### config.mk
export PLATFORM = sky130hd
export DESIGN_NAME = padscan_ctrl
export DESIGN_NICKNAME = d
export VERILOG_FILES = /design/src/rtl/padscan_ctrl.sv
export SDC_FILE = /design/constraint.sdc
export NUM_CORES = 1
export LEC_CHECK = 0
export CORE_MARGIN = 3
export CORE_UTILIZATION = 53
export CTS_CLUSTER_SIZE = 28
export DETAILED_ROUTE_END_ITERATION = 12
export GPL_TIMING_DRIVEN = 1
export PLACE_DENSITY = 0.79
export SYNTH_ARGS = -nofsm -noshare
export SYNTH_HDL_FRONTEND = slang
export SYNTH_SLANG_ARGS = --single-unit
export TNS_END_PERCENT = 10
### constraint.sdc
create_clock -name clk -period 3.53 [get_ports clk]
set_input_delay 0.706 -clock clk [delete_from_list [all_inputs] [get_ports clk]]
set_output_delay 0.706 -clock clk [all_outputs]
set_load 0.005 [all_outputs]
### src/rtl/padscan_ctrl.sv
module padscan_ctrl #(
  parameter int BUSY_CYCLES = 10240,
  parameter int STEP_COUNT  = 32
) (
  input  logic        clk,
  input  logic        rst_n,
  input  logic [1:0]  bus_sel,
  input  logic        bus_wr,
  input  logic [7:0]  bus_wdata,
  input  logic        bus_rd,
  output logic [7:0]  bus_rdata,
  input  logic [15:0] keys_i,
  output logic        irq_o
);
  localparam int CW = $clog2(BUSY_CYCLES + 1);
  localparam int SW = $clog2(STEP_COUNT + 1);
  localparam logic [CW-1:0] CNT_LOAD  = CW'(BUSY_CYCLES);
  localparam logic [SW-1:0] STEP_LOAD = SW'(STEP_COUNT);
  localparam logic [7:0]    FIXED     = 8'h4C;

  logic          inh_q, para_q, soft_q, dis_q, irq_q;
  logic [CW-1:0] cnt_q;
  logic [SW-1:0] step_q, step_base;
  logic [7:0]    lo_q, hi_q;

  wire wr_ctl   = bus_wr && (bus_sel == 2'd0);
  wire busy     = (cnt_q != '0);
  wire abort    = wr_ctl && bus_wdata[0];
  wire start    = wr_ctl && bus_wdata[2] && !busy && !bus_wdata[0];
  wire hw_done  = (cnt_q == CW'(1)) && !abort;
  wire step_rst = wr_ctl && bus_wdata[5] && !start && (!busy || abort);
  wire key_hit  = (|keys_i[15:4]) && (keys_i[3:1] == 3'b000);

  assign step_base = start ? '0 : (step_rst ? STEP_LOAD : step_q);

  wire step_adv = wr_ctl && (step_base != '0) && !bus_wdata[5] &&
                  (bus_wdata[4] ^ step_base[0]);
  wire sw_done  = step_adv && (step_base == SW'(1));

  always_ff @(posedge clk) begin
    if (!rst_n) begin
      inh_q  <= 1'b0;
      para_q <= 1'b0;
      soft_q <= 1'b0;
      dis_q  <= 1'b0;
      irq_q  <= 1'b0;
      cnt_q  <= '0;
      step_q <= '0;
      lo_q   <= 8'h00;
      hi_q   <= 8'h00;
    end else begin
      if (wr_ctl) begin
        inh_q  <= bus_wdata[7];
        para_q <= bus_wdata[5];
        soft_q <= bus_wdata[4];
        dis_q  <= bus_wdata[0];
      end

      if (abort)      cnt_q <= '0;
      else if (start) cnt_q <= CNT_LOAD;
      else if (busy)  cnt_q <= cnt_q - CW'(1);

      step_q <= step_adv ? step_base - SW'(1) : step_base;

      if (hw_done || sw_done) begin
        lo_q <= keys_i[7:0];
        hi_q <= keys_i[15:8];
      end

      if (wr_ctl && bus_wdata[7])           irq_q <= 1'b0;
      else if (hw_done && key_hit && !inh_q) irq_q <= 1'b1;
    end
  end

  assign irq_o = irq_q;

  always_comb begin
    bus_rdata = 8'h00;
    if (bus_rd) begin
      case (bus_sel)
        2'd0:    bus_rdata = FIXED | {inh_q, 1'b0, para_q, soft_q, 2'b00, busy, dis_q};
        2'd1:    bus_rdata = lo_q;
        2'd2:    bus_rdata = hi_q;
        default: bus_rdata = 8'h00;
      endcase
    end
  end

  assert_no_restart_R3: assert property (@(posedge clk) disable iff (!rst_n)
    (wr_ctl && bus_wdata[2] && busy) |=> (cnt_q == $past(cnt_q) - CW'(1)) || (cnt_q == '0));

  assert_irq_cause_R5: assert property (@(posedge clk) disable iff (!rst_n)
    $rose(irq_o) |-> ($past(cnt_q) == CW'(1)) && $past(key_hit) && !$past(inh_q));

  assert_irq_cleared_R6: assert property (@(posedge clk) disable iff (!rst_n)
    (wr_ctl && bus_wdata[7]) |=> !irq_o);

  assert_abort_idle_R7: assert property (@(posedge clk) disable iff (!rst_n)
    abort |=> !busy && $stable(lo_q) && $stable(hi_q));

  assert_modes_exclusive_R10: assert property (@(posedge clk) disable iff (!rst_n)
    (step_q != '0) |-> !busy);

  assert_step_one_down_R9: assert property (@(posedge clk) disable iff (!rst_n)
    ((step_q != '0) && !(wr_ctl && (bus_wdata[5] || bus_wdata[2]))) |=>
      (step_q == $past(step_q)) || (step_q == $past(step_q) - SW'(1)));
endmodule

==> metrics <==
status=complete, no violations; grt met3 use=0.0491; fill count=roughly 340; GPL Wtd Cong=about 0.8; Hold Fails Final Rpt=0; Reg area=just over 800 µm²; Final HPWL DP=between 3000 and 4000 µm; setup violators final=0; crit path time final=3.16 ns; global-route wire length before repair=8070 µm; setup ws final=0.370 ns; Inst Count DP=353; # rows=23; post-synthesis cell type count=50; Worst-path clk slew=0.07 ns; number of max-cap violations=0; Ant. Diodes=0; via count=1974; final hold slack=0.462 ns; clock buffer count from CTS=5; initial antenna violation count=0; GRT Overall Usage=0.197; R2R cell count=11; CP arrival=around 2.5 ns; hold-critical path depth=2; gr ovfl total=0; met1 GRT Util=0.246; htree depth=2; Syn-to-layout area delta=22.6%; clk sinks=slightly above 40; Post-synth top flop=dfxtp_1; Worst-Margin Slew=0.514 ns; Leak Pwr=0.00118 µW; Top Ports=39; fin. max-slew vios=0; gr busiest metal=met2; Final ANT Viol Nets=0; DR pass1 iterations=4; type of the worst setup path=input pin to output port; grt met2 use=0.320; vias in the first global route=~1900; clk_lat worst skew=0.30 ns; Setup WS pre-CTS=0.312 ns; Post-Syn Area per Cell=~8.5 µm²; cell area after synthesis=2290 µm²; CP Launch Type=input pin; Setup crit end kind=output port; Fin Setup TNS=0 ns; #FFs+latches synth=41; overall power=~1700 µW; synth warn=0; largest net degree at the start of global routing=27; worst hold endpoint=hi_q[2]; count of buffers from port buffering=35; # DRC=0; Post-synth EDFFs=0; DIE WIDTH=71.7 µm; drt total wl=4790 µm; Mapped Nets=a little over 300; ys async rst share=0; post-synthesis sequential area ratio=0.358; Post-CTS Hold Buffers=0; Required @ worst endpoint=2.82 ns; Multi-input gate area=1380 µm²; Root Buffer=clkbuf_8; Max Clk Rate=between 0.3 and 0.4 GHz; Worst Skew=between 0.007 and 0.008 ns; wire length per cell=between 10 and 15 µm; final net count=between 300 and 400; Relative slew margins=0.656; die area=5150 µm²; Reg-to-Reg Start=cnt_q[0]; reg2reg end=lo_q[4]; core area=4090 µm²; # resized after CTS=0; VDD IR max=300 µV; postcts setup bufs=0; PD cells=just under 600 nW/µm²; DR vias/cell=5.47; Die H=between 70 and 80 µm; unrepaired setup endpoints after global routing=no; r2r setup slk=around 0.72 ns; start point of the worst hold path=hi_q[2]; CTS tree=yes; Iter 0 DRT Violations=64; Hold/Removal Path Class=flop to flop; Post-Synthesis Cells=270; fin crit share=0.895; share of layout cells above drive strength 1=0.0900; Critical Path Fanout Max=5; initial core utilization=0.561; Post-Layout Cell Count=361; clk buf depth=2
==> worst max-delay path: stages <==
cell	delay (ns)
clkdlybuf4s50_1	0.52
nor2b_1	0.40
nand2_1	0.09
o21ai_0	0.08
and2_1	0.16
clkdlybuf4s50_1	0.50
==> flip-flops by register name, indices dropped and copies added, names as in the netlist <==
register and count:
cnt_q 14, hi_q 8, lo_q 8, step_q 6
dis_q 1, inh_q 1, irq_o 1, para_q 1
soft_q 1
==> power by group <==
part,internal [µW],switching [µW]
registers,559,104
clock network,136,167
logic,339,347
total,1030,619
==> kinds of logic after synthesis <==
group                    after synthesis  synth area share
AO/OA/AOI/OAI                         46             0.132
XOR/XNOR                              10            0.0382
adder cells (fa/ha/maj)                6            0.0328
buffers and inverters                 19            0.0382
flip-flops                            41             0.358
multiplexers                          25             0.110
AND/OR/NAND/NOR                      123             0.291
==> Yosys cell counts, drive strengths merged, types with 2 or more instances <==
| master | number | share of area |
|---|---|---|
| nor4b | 3 | 0.025 |
| or4 | 3 | 0.011 |
| nand4 | 2 | 0.0082 |
| and2 | 5 | 0.014 |
| a21oi | 20 | 0.044 |
| dfxtp | 41 | 0.36 |
| o21a | 3 | 0.0098 |
| nor3b | 2 | 0.0087 |
| mux2i | 24 | 0.10 |
| inv | 8 | 0.013 |
| nor2b | 5 | 0.014 |
| clkbuf | 6 | 0.0098 |
| buf | 4 | 0.014 |
| nor3 | 4 | 0.014 |
| nand3 | 13 | 0.031 |
| xnor2 | 6 | 0.023 |
| o21ai | 9 | 0.020 |
| nor4 | 6 | 0.026 |
| a21o | 4 | 0.013 |
| xor2 | 4 | 0.015 |
| a31oi | 3 | 0.015 |
| nand2 | 56 | 0.092 |
| nor2 | 19 | 0.031 |
| ha | 6 | 0.033 |
==> worst max path at each step <==
| stage | startpoint | end |
|---|---|---|
| 6_report | bus_sel[1] | bus_rdata[0] |
| 5_1_grt | bus_sel[1] | bus_rdata[0] |
| 4_1_cts | bus_sel[1] | bus_rdata[1] |
| 3_5_place_dp | bus_sel[1] | lo_q[4] |
| 3_3_place_gp | bus_sel[1] | lo_q[4] |
| 2_1_floorplan | bus_sel[1] | hi_q[4] |
==> metrics by stage <==
stage	utilization	area (µm²)
after floorplan	-	2290
after global placement	0.666	2720
after detailed placement	0.666	2720
after CTS	0.687	2810
after global routing	0.687	2810
final	0.687	2810
==> final cells by class <==
| class | count | area share |
|---|---|---|
| clock inverter | 3 | 0.00624 |
| tap | 50 | 0.0223 |
| timing repair buffer | 43 | 0.151 |
| inverter | 9 | 0.0120 |
| sequential | 41 | 0.292 |
| clock buffer | 5 | 0.0245 |
| multi-input combinational | 210 | 0.492 |
==> placed cells by master, fill, tap and decap left out, drive strengths merged, types with 2 or more instances in the layout <==
cell type	instances
nand2	56
dfxtp	41
clkdlybuf4s50	35
mux2i	24
a21oi	20
nor2	19
nand3	13
o21ai	9
inv	8
buf	8
xnor2	6
ha	6
nor4	6
nor2b	5
and2	5
clkbuf	5
a21o	4
xor2	4
nor3	4
o21a	3
nor4b	3
or4	3
a31oi	3
clkinv	3
nor3b	2
nand4	2
==> per-layer routing <==
layer | up-vias | part of all wire
met5 | - | 0
met4 | 0 | 0.014
met3 | 11 | 0.028
met2 | 29 | 0.49
met1 | 912 | 0.47
li1 | 1022 | -
No activity file was read; power rests on OpenSTA's default activity.
